<file path="config.mk">
export PLATFORM = sky130hd
export DESIGN_NAME = way_locator
export DESIGN_NICKNAME = d
export VERILOG_FILES = /design/src/rtl/wl_pkg.sv /design/src/rtl/wl_match.sv /design/src/rtl/wl_alloc.sv /design/src/rtl/wl_store.sv /design/src/rtl/way_locator.sv
export SDC_FILE = /design/constraint.sdc
export NUM_CORES = 1
export LEC_CHECK = 0
export BUFFER_PORTS_ARGS = -buffer_cell sky130_fd_sc_hd__buf_2
export CAP_MARGIN = 20
export CORE_MARGIN = 10
export CORE_UTILIZATION = 35
export CTS_CLUSTER_DIAMETER = 100
export DETAILED_ROUTE_END_ITERATION = 10
export MAX_ROUTING_LAYER = met4
export SYNTH_ARGS = -nofsm -noshare
export SYNTH_HDL_FRONTEND = slang
export SYNTH_SLANG_ARGS = --single-unit
</file>
<file path="constraint.sdc">
create_clock -name clk -period 3.8 [get_ports clk]
set_input_delay 0.76 -clock clk [delete_from_list [all_inputs] [get_ports clk]]
set_output_delay 0.76 -clock clk [all_outputs]
set_load 0.02 [all_outputs]
</file>
<file path="src/rtl/wl_pkg.sv">
// Shared types for the way determination table.
// Assumes: nothing beyond IEEE 1800-2017.
package wl_pkg;
    // How the current lookup obtains an entry.
    typedef enum logic [1:0] {
        AK_NONE  = 2'd0,
        AK_FREE  = 2'd1,
        AK_EVICT = 2'd2
    } alloc_kind_t;
endpackage

</file>
<file path="src/rtl/wl_match.sv">
// Fully associative tag comparator.
// Compares one line tag against every occupied entry and returns a match vector.
// Assumes: the store never holds two occupied entries with the same tag.
module wl_match #(
    parameter int ENTRIES = 8,
    parameter int TAG_W   = 27
) (
    input  logic                            clk,
    input  logic                            rst_n,
    input  logic [TAG_W-1:0]                key,
    input  logic [ENTRIES-1:0]              occ,
    input  logic [ENTRIES-1:0][TAG_W-1:0]   tags,
    output logic [ENTRIES-1:0]              hit_vec
);
    // One comparator per entry.
    for (genvar i = 0; i < ENTRIES; i++) begin : g_cmp
        assign hit_vec[i] = occ[i] && (tags[i] == key);
    end

    // a line tag never matches more than one entry.
    a_r2_single_match: assert property (@(posedge clk) disable iff (!rst_n)
        $onehot0(hit_vec));
endmodule

</file>
<file path="src/rtl/wl_alloc.sv">
// Victim selection.
// Picks the lowest-numbered empty entry. When none is empty, it picks the
// entry under a wrapping replacement pointer, then advances that pointer.
// Assumes: alloc_req is asserted only when a lookup missed.
module wl_alloc
    import wl_pkg::*;
#(
    parameter int ENTRIES = 8,
    localparam int IDX_W  = (ENTRIES > 1) ? $clog2(ENTRIES) : 1
) (
    input  logic               clk,
    input  logic               rst_n,
    input  logic               alloc_req,
    input  logic [ENTRIES-1:0] occ,
    output logic [IDX_W-1:0]   alloc_idx
);
    logic [IDX_W-1:0] ptr_q;
    logic [IDX_W-1:0] free_idx;
    logic             any_free;
    alloc_kind_t      kind;

    // Lowest empty entry; scanned from the top so that the lowest one wins.
    always_comb begin
        free_idx = '0;
        any_free = 1'b0;
        for (int i = ENTRIES - 1; i >= 0; i--) begin
            if (!occ[i]) begin
                free_idx = IDX_W'(i);
                any_free = 1'b1;
            end
        end
    end

    // Classify the allocation and choose its target.
    always_comb begin
        if (!alloc_req)    kind = AK_NONE;
        else if (any_free) kind = AK_FREE;
        else               kind = AK_EVICT;
        alloc_idx = (kind == AK_EVICT) ? ptr_q : free_idx;
    end

    // Replacement pointer: steps only on a replacing allocation, wraps at ENTRIES.
    always_ff @(posedge clk) begin
        if (!rst_n)
            ptr_q <= '0;
        else if (kind == AK_EVICT)
            ptr_q <= (ptr_q == IDX_W'(ENTRIES - 1)) ? '0 : ptr_q + 1'b1;
    end

    // with no allocation request, the pointer holds.
    a_r7_ptr_hold: assert property (@(posedge clk) disable iff (!rst_n)
        !alloc_req |=> $stable(ptr_q));
endmodule

</file>
<file path="src/rtl/wl_store.sv">
// Entry storage: occupied flag, pending flag, line tag and way for each entry.
// An allocation writes a new tag and marks the entry pending. An update writes
// the way into its matching entries and clears pending. Nothing invalidates an entry.
// Assumes: upd_hit holds at most one bit set; allocation wins on the same entry.
module wl_store #(
    parameter int ENTRIES = 8,
    parameter int TAG_W   = 27,
    parameter int WAY_W   = 3,
    localparam int IDX_W  = (ENTRIES > 1) ? $clog2(ENTRIES) : 1
) (
    input  logic                            clk,
    input  logic                            rst_n,
    input  logic                            alloc_en,
    input  logic [IDX_W-1:0]                alloc_idx,
    input  logic [TAG_W-1:0]                alloc_tag,
    input  logic [ENTRIES-1:0]              upd_hit,
    input  logic [WAY_W-1:0]                upd_way,
    output logic [ENTRIES-1:0]              occ_q,
    output logic [ENTRIES-1:0]              pend_q,
    output logic [ENTRIES-1:0][TAG_W-1:0]   tag_q,
    output logic [ENTRIES-1:0][WAY_W-1:0]   way_q
);
    for (genvar i = 0; i < ENTRIES; i++) begin : g_ent
        logic take;
        assign take = alloc_en && (alloc_idx == IDX_W'(i));

        // Per-entry state update: allocation first, then way fill.
        always_ff @(posedge clk) begin
            if (!rst_n) begin
                occ_q[i]  <= 1'b0;
                pend_q[i] <= 1'b0;
                tag_q[i]  <= '0;
                way_q[i]  <= '0;
            end else if (take) begin
                occ_q[i]  <= 1'b1;
                pend_q[i] <= 1'b1;
                tag_q[i]  <= alloc_tag;
            end else if (upd_hit[i]) begin
                pend_q[i] <= 1'b0;
                way_q[i]  <= upd_way;
            end
        end
    end

    // a freshly allocated entry is occupied and pending.
    a_r3_alloc_pending: assert property (@(posedge clk) disable iff (!rst_n)
        alloc_en |=> (occ_q[$past(alloc_idx)] && pend_q[$past(alloc_idx)]));
endmodule

</file>
<file path="src/rtl/way_locator.sv">
// Way determination table (top).
// The lookup is combinational from look_addr to hit_o/way_o. A missing lookup
// allocates a pending entry at the clock edge. The update port fills the way
// of an entry whose line matches upd_addr.
// Assumes: only one lookup per cycle; an update and a lookup may share a cycle.
module way_locator #(
    parameter int ENTRIES  = 8,
    parameter int WAY_W    = 3,
    parameter int ADDR_W   = 32,
    parameter int LINE_OFF = 5,
    localparam int TAG_W   = ADDR_W - LINE_OFF,
    localparam int IDX_W   = (ENTRIES > 1) ? $clog2(ENTRIES) : 1
) (
    input  logic              clk,
    input  logic              rst_n,
    input  logic              look_valid,
    input  logic [31:0]       look_addr,
    output logic              hit_o,
    output logic [WAY_W-1:0]  way_o,
    input  logic              upd_valid,
    input  logic [31:0]       upd_addr,
    input  logic [WAY_W-1:0]  upd_way
);
    logic [TAG_W-1:0]              look_tag, upd_tag;
    logic [ENTRIES-1:0]            occ, pend;
    logic [ENTRIES-1:0][TAG_W-1:0] tags;
    logic [ENTRIES-1:0][WAY_W-1:0] ways;
    logic [ENTRIES-1:0]            look_vec, upd_vec, upd_hit;
    logic [IDX_W-1:0]              alloc_idx;
    logic                          alloc_en;

    assign look_tag = look_addr[ADDR_W-1:LINE_OFF];
    assign upd_tag  = upd_addr[ADDR_W-1:LINE_OFF];

    wl_match #(.ENTRIES(ENTRIES), .TAG_W(TAG_W)) u_look_cmp (
        .clk(clk), .rst_n(rst_n), .key(look_tag), .occ(occ), .tags(tags),
        .hit_vec(look_vec));

    wl_match #(.ENTRIES(ENTRIES), .TAG_W(TAG_W)) u_upd_cmp (
        .clk(clk), .rst_n(rst_n), .key(upd_tag), .occ(occ), .tags(tags),
        .hit_vec(upd_vec));

    // A pending line still counts as present, so it is not allocated twice.
    assign alloc_en = look_valid && (look_vec == '0);
    assign upd_hit  = upd_valid ? upd_vec : '0;

    wl_alloc #(.ENTRIES(ENTRIES)) u_alloc (
        .clk(clk), .rst_n(rst_n), .alloc_req(alloc_en), .occ(occ),
        .alloc_idx(alloc_idx));

    wl_store #(.ENTRIES(ENTRIES), .TAG_W(TAG_W), .WAY_W(WAY_W)) u_store (
        .clk(clk), .rst_n(rst_n), .alloc_en(alloc_en), .alloc_idx(alloc_idx),
        .alloc_tag(look_tag), .upd_hit(upd_hit), .upd_way(upd_way),
        .occ_q(occ), .pend_q(pend), .tag_q(tags), .way_q(ways));

    // Hit flag and way: OR of the way fields of the filled entries that match.
    always_comb begin
        hit_o = 1'b0;
        way_o = '0;
        for (int i = 0; i < ENTRIES; i++) begin
            if (look_valid && look_vec[i] && !pend[i]) begin
                hit_o = 1'b1;
                way_o = way_o | ways[i];
            end
        end
    end

    // a hit is never reported without a lookup strobe.
    a_r9_hit_needs_strobe: assert property (@(posedge clk) disable iff (!rst_n)
        hit_o |-> look_valid);
endmodule

</file>
# Yosys cells after proc, flatten, opt, wreduce, memory -nomap -nowiden
# Index checks and enable logic that the tools add are counted.
# totals
regBits,259
inputBits,71
output_inout_bits,4
word_cells,194
# classes
bitwise,15
n_reduce_logical,67
add_sub_neg,1
n_eq_ne,25
muxes,53
# ops
op,count
equality test 27 bit,16
two-way mux 3 bit,18
logical AND 1 bit,41
two-way mux 1 bit,32
OR 3 bit,7
AND reduction 2 bit,8
nonzero test 2 bit,8
"equality test 3 bit, second input constant",5
zero test 1 bit,8
zero test 8 bit,1
two-way mux 8 bit,1
NOT 1 bit,8
"equality test 3 x 2 -> 1 bit, second input constant",2
two-way mux 2 bit,2
"adder 3 x 1 -> 3 bit, second input constant",1
"equality test 3 x 1 -> 1 bit, second input constant",1
zero test 3 bit,1
"equality test 2 bit, second input constant",1

# Depth between registers and ports, before layout
# Gate-level depths: netlist of the first run.
# depth
word_depth,19
depth_mapped,11

# Modules after synthesis
# From an unflattened synthesis of the first run, not the netlist that was laid out.
# hier_totals
hier_cells,1824
area_unflattened_um2,15677.5
# modules_own_cells
module,instances,cells_per_inst,area_per_inst_um2
wl_store,1,1110,9684.3
wl_match,2,315,2692.6
way_locator,1,50,351.6
wl_alloc,1,34,256.5

# Least setup slack after synthesis of the first run
# No wires, ideal clock.
# synth_timing
kind,input-to-output
from,input look_addr[28]
to,output way_o[0]
required_time_ns,3.040
arrival_time_ns,2.368
path_buffers,1
path_stages,8
path_slack_ns,0.672
cell_sequence,buf_4 -> xor2_1 -> nor4_1 -> nand4_1 -> nor4bb_1 -> a22o_1 -> a221oi_1 -> nand3_1
# synth_via
elab_chain_cells,19
# synth_lines
element,line,text
start: declaration,way_locator.sv:17,"input logic [31:0] look_addr,"
equality test 27 bit,wl_match.sv:17,assign hit_vec[i] = occ[i] && (tags[i] == key);
logical AND 1 bit,wl_match.sv:17,
logical AND 1 bit (2 in a row),way_locator.sv:61,if (look_valid && look_vec[i] && !pend[i]) begin
two-way mux 3 bit,way_locator.sv:61,
OR 3 bit,way_locator.sv:63,way_o = way_o | ways[i];
two-way mux 3 bit,way_locator.sv:61,
OR 3 bit,way_locator.sv:63,
two-way mux 3 bit,way_locator.sv:61,
[... 2 more ...],n/a,
OR 3 bit,way_locator.sv:63,
two-way mux 3 bit,way_locator.sv:61,
OR 3 bit,way_locator.sv:63,
two-way mux 3 bit,way_locator.sv:61,
OR 3 bit,way_locator.sv:63,
two-way mux 3 bit,way_locator.sv:61,
OR 3 bit,way_locator.sv:63,
two-way mux 3 bit (*),way_locator.sv:61,
end: declaration,way_locator.sv:19,"output logic [WAY_W-1:0] way_o,"
# Mark *: on every way between the ends. The rest lies on a longest branch, timed or not.

# Worst setup path in the final report of the first run
# layout_timing
from,input look_addr[10]
to,output way_o[2]
# The elaborated chain is that of the path after synthesis.

==> results of run 1 <==
[metal layers]
metal / vias to the layer above / GRT usage (%)
met5: - / -
met4: 0 / 10.2
met3: 171 / 4.92
met2: 775 / 41.4
met1: 6965 / 37.7
li1: 6282 / -
[registers in the layout, indices dropped and copies added, names as in the netlist]
signal,count
u_store.tag_q,216
u_store.way_q,24
u_store.occ_q,8
u_store.pend_q,8
u_alloc.ptr_q,3
[what timing repair did]
item | 4_1_cts | 5_1_grt
hold buffers | 0 | 0
endpoints found under the setup margin | 4 | 4
buffers inserted | 0 | 1
gates resized for setup | 6 | 27
endpoints found under the hold margin | 0 | 0
pin swaps | 1 | 5
[cell type report]
class | count | area (um^2) | area share, %
clock buffer | 38 | 862 | 4.61
clock inverter | 19 | 260 | 1.39
inverter | 5 | 18.8 | 0.100
multi-input combinational | 1336 | 9860 | 52.7
sequential | 259 | 5190 | 27.8
tap | 592 | 741 | 3.96
timing repair buffer | 211 | 1760 | 9.44
[worst max-delay path, stage by stage]
cell and delay, ps:
buf_2 140, buf_12 150, xor2_1 180, nor4_2 340
nand4_1 250, nor4bb_2 380, buf_4 260, a22o_1 170
a221oi_1 70, nand3_1 140, buf_2 190
[metrics by stage]
step	TNS [ps]	worst slack, ps	std cells	utilization [%]
floorplan	0	672	1727	-
global route	-33.9	-33.9	2460	42.4
finish	0	7.60	2460	42.4
CTS	0	0.530	2459	42.1
global placement	-511	-169	2402	39.4
detailed placement	-550	-171	2402	39.4
[cell usage in the layout, fill, tap and decap left out, drive strengths merged, types with 3 or more instances in the layout]
cell type | netlist | final
and3 | 5 | 5
dfxtp | 259 | 259
nor4b | 8 | 8
a32oi | 24 | 24
o311ai | 24 | 24
and2 | 6 | 6
clkbuf | 66 | 44
xor2 | 144 | 144
nor4 | 56 | 56
nor3 | 20 | 20
nor4bb | 3 | 3
nor2 | 32 | 32
a22o | 4 | 4
nand3 | 17 | 17
nand4bb | 3 | 3
clkinv | 0 | 8
o21a | 12 | 12
a21oi | 7 | 7
or3 | 3 | 3
a22oi | 7 | 7
inv | 5 | 7
bufinv | 0 | 5
nand2 | 279 | 279
mux2i | 216 | 216
xnor2 | 288 | 288
a221oi | 3 | 3
buf | 61 | 205
clkinvlp | 0 | 4
o21ai | 29 | 29
nor3b | 4 | 4
nand4 | 120 | 120
or4 | 7 | 7
[path summary, 6_finish.rpt]
path / from / to / slack, ps / cells past startpoint
worst min-delay path: u_store.pend_q[2] / u_store.pend_q[2] / 470 / 2
worst max-delay path: look_addr[10] / way_o[2] / 8 / 11
worst max register to register: u_store.tag_q[87] / u_store.tag_q[51] / 680 / 10
worst min register to register: u_store.pend_q[2] / u_store.pend_q[2] / 470 / 2
[power by group through the flow]
stage	combinational, mW	sequential, mW	clock [mW]
after global placement	1.04	2.87	0
after detailed placement	1.04	2.87	0
after global routing	1.11	2.82	3.46
after CTS	1.04	2.81	3.37
after floorplan	0.576	2.86	0
final	1.09	2.82	3.34
[cell families (layout without fill, tap and decap cells)]
group / after synthesis / after routing / share of synthesized area, %
fa+ha+maj: 2 / 2 / 0.161
xor+xnor: 432 / 432 / 24.3
simple gates: 572 / 572 / 18.4
buf+inv: 132 / 273 / 4.58
mux: 216 / 216 / 13.9
compound gates: 114 / 114 / 5.38
flops: 259 / 259 / 33.3
==> reports/qor.txt, run 1 <==
gr ovfl total - 0
Critical Path Source Type - input port
# clock sinks - 259
antenna cells - 0
number of synthesized flops with an enable pin - 0
clk buf depth - 3
area growth from synthesis to layout - 20.0%
Final Cycle Share - 99.8%
Synth top area share - 33.3%
largest net degree at the start of global routing - 77
fin crit period - 3790 ps
met3 wire len - 6550 um
Mapped Cells - 1,727
LEAKAGE - 6.57 nW
highest metal used - met4
Slew @ Worst Pin - 961 ps
Fin Clk Skew - 31.1 ps
sequential area share after synthesis - 33.3%
clock power share - 46.1%
Fillers - 4,456
most frequent cell after synthesis - xnor2_1
RSZ-0062 raised after global routing - true
combinational power share - 15.0%
Internal - 5.09 mW
Synth Register Bits - 259
Syn. warnings - 0
chip width - 231 um
metal1 wirelength - 33,400 um
sw frac - 29.7%
placer congestion estimate - 1.01
max-slew violations - 0
total via count after detailed routing - 14,200
First DRT Iteration DRCs - 1,742
Inserted Clock Buffers - 31
Synth area leaders - dfxtp_1 (33%), xnor2_1 (16%), mux2i_1 (14%)
# IOs - 75
Critical Path Fanout Max - 5
dominant synthesized flop cell - dfxtp_1
worst setup path class - in -> out
cell taking the most area after synthesis - dfxtp_1
PD cells - 387 nW/um^2
Rel. slew slack - 35.8%
hpwl dp - 56,000 um
insertion delay to the later sink of the worst-skew pair - 620 ps
CP endpoint kind - primary output
share of layout cells above drive strength 1 - 16.5%
Critical Path AT - 3030 ps
vias per cell - 5.77
peak supply drop - 329 uV
clk root buf - clkbuf_16
Max Clk Rate - 0.264 GHz
drt drc - 0
placed cell area - 17,400 um^2
DR WL/cell - 30.6 um
# port buffers - 64
first-pass GRT wire length - 104,000 um
TritonCTS clock tree - done
top cell types by occurrence after synthesis - xnor2_1 (288), nand2_1 (279), dfxtp_1 (259), mux2i_1 (216), xor2_1 (144)
Distinct cells, synth - 48
gr usage total - 28.0%
Avg Cell Area, Syn - 9.02 um^2
initial antenna violation count - 0
Starting Density - 35.3%
P_sw - 2.15 mW
Final Hold Fails - 0
final net count - 1,917
Sequential Power Share - 38.9%
synthesized area - 15,600 um^2
DRT Pass-1 Iters - 6
status - complete, no violations
post-route ant nets - 0
worst path required time - 3040 ps
CTS clock-pin slew for the worst setup and hold paths - 60 ps
Die Span Y - 231 um
Die ar. - 53,300 um^2
vias in the first global route - 13,600
Total Power - 7.24 mW
fin area - 18,700 um^2
core footprint - 44,100 um^2
ys async rst share - 0%
Max Cap Viol - 0
CTS H-Tree Depth - 1
final setup violating endpoints - 0
met2 routed WL - 32,100 um
Post-Synthesis Net Count - 1,800
Worst Hold Slack - 465 ps
WL final - 75,300 um
Cell Rows - 77
hold crit path type - reg -> reg
Note: power is estimated with default switching activity, not from simulation.
==> run 2, diff against run 1 <==
- clock period: 3.8 -> 4.3 ns (I/O delays scaled with it)
==> run 2 against run 1 <==
  * Wire length is 4.5% lower
  * Non-clock buffer count shrank 78
  * Clock skew is 15 ps lower
  * Worst setup slack improved by 160 ps
  * Cell area shrank 4.7%
  * Via count shrank 0.81%
  * Critical path type unchanged
  * Critical endpoint is now way_o[0]
  * Highest routed layer unchanged
==> reports/qor.txt, run 2 (same netlist as run 1, synthesis figures left out) <==
Die Span Y - 231 um
WL final - 72,000 um
DR WL/cell - 30.2 um
share of layout cells above drive strength 1 - 11.4%
initial antenna violation count - 0
drt drc - 0
vias in the first global route - 13,100
Rel. slew slack - 37.0%
First DRT Iteration DRCs - 1,933
Cell Rows - 77
Critical Path AT - 3270 ps
fin area - 17,800 um^2
# port buffers - 64
r2r worst-path depth - 8
hpwl dp - 50,600 um
placed cell area - 16,600 um^2
antenna cells - 0
Sequential Power Share - 38.7%
DRT Pass-1 Iters - 6
max reg flops - 216
total via count after detailed routing - 14,100
combinational power share - 13.8%
setup repair bufs after CTS - 0
max-slew violations - 0
final net count - 1,842
fin crit period - 4130 ps
reg2reg setup slack - 1250 ps
clk buf depth - 3
RSZ-0062 raised after global routing - false
Starting Density - 35.3%
peak supply drop - 250 uV
Max Cap Viol - 0
area growth from synthesis to layout - 14.4%
clk root buf - clkbuf_16
Fin Setup TNS - 0 ps
hold path depth - 2
post-route ant nets - 0
Die ar. - 53,300 um^2
PD cells - 360 nW/um^2
most common cell after layout, fill and taps aside - xnor2_1
Slew @ Worst Pin - 942 ps
placer congestion estimate - 1.01
Reg with most FFs - u_store.tag_q
final setup violating endpoints - 0
sw frac - 28.9%
insertion delay to the later sink of the worst-skew pair - 550 ps
P_sw - 1.86 mW
gr ovfl total - 0
hold buffers post-CTS - 0
worst setup path class - in -> out
# IOs - 75
Inserted Clock Buffers - 34
CP endpoint kind - primary output
CTS clock-pin slew for the worst setup and hold paths - 60 ps
hold crit path type - reg -> reg
worst path required time - 3440 ps
# clock sinks - 259
commonest non-fill, non-tap cells in the layout - xnor2_1 (288), nand2_1 (279), dfxtp_1 (259)
R2R Path Start - u_store.tag_q[165]
Final Cycle Share - 96.0%
start point of the worst hold path - u_store.pend_q[2]
Critical Path Fanout Max - 8
clock power share - 47.5%
Critical Path Source Type - input port
gr usage total - 26.8%
Crit Reg-Reg Endpoint - u_store.tag_q[2]
Internal - 4.56 mW
Final Hold Fails - 0
Max Clk Rate - 0.242 GHz
vias per cell - 5.90
Resized cells post-CTS - 0
Hold EP - u_store.pend_q[2]
CTS H-Tree Depth - 2
Fin Clk Skew - 16.1 ps
LEAKAGE - 6.12 nW
TritonCTS clock tree - done
core footprint - 44,100 um^2
final core utilization - 40.4%
Largest regs - u_store.tag_q (216), u_store.way_q (24)
first-pass GRT wire length - 99,300 um
status - complete, no violations
largest net degree at the start of global routing - 66
chip width - 231 um
run 2: critical path: stages:
cell and delay [ps]:
buf_2 420, buf_4 210, xnor2_1 170, nand4_1 130
nor4_1 320, nor4bb_1 360, buf_4 240, a22o_1 140
a221oi_1 50, nand3_1 140, buf_2 200
run 2: worst max path at each step:
| stage | from | end | slack, ps | cells past startpoint |
|---|---|---|---|---|
| global placement | look_addr[31] | way_o[0] | 260 | 11 |
| detailed placement | look_addr[31] | way_o[0] | 230 | 11 |
| CTS | look_addr[31] | way_o[0] | 240 | 11 |
| floorplan | look_addr[28] | way_o[0] | 970 | 8 |
| finish | look_addr[31] | way_o[0] | 170 | 11 |
| global route | look_addr[27] | way_o[1] | 140 | 10 |
run 2: area by class of cell:
cell class,count,area (um^2)
fillers,4537,26300
multi-input cells,1336,9710
inverters,5,18.8
flip-flops and latches,259,5180
repair buffers,133,986
clock buffers,50,1070
clock inverters,11,108
well taps,592,741
run 2: per-stage QoR:
step	std cells	hold WS (ps)	total power [mW]	setup slack (ps)
2_1_floorplan	1727	432	3.03	972
3_3_place_gp	2325	446	3.39	259
3_5_place_dp	2325	443	3.39	233
4_1_cts	2386	450	6.41	235
5_1_grt	2386	470	6.55	137
6_report	2386	457	6.42	172
run 2: routing by layer:
metal  share of wire [%]  vias to the layer above  GRT usage [%]
met1                  46                     7018           38.4
met2                  41                      785           36.9
met5                   0                        -              -
met4                 3.8                        0           10.4
met3                 9.1                      135           4.08
li1                    -                     6140              -
run 2: power by group through the flow:
stage          sequential (mW)  clock (mW)  combinational [mW]
2_1_floorplan             2.52           0               0.509
3_3_place_gp              2.53           0               0.858
3_5_place_dp              2.54           0               0.853
4_1_cts                   2.48        3.07               0.856
5_1_grt                   2.49        3.16               0.908
6_report                  2.48        3.05               0.888
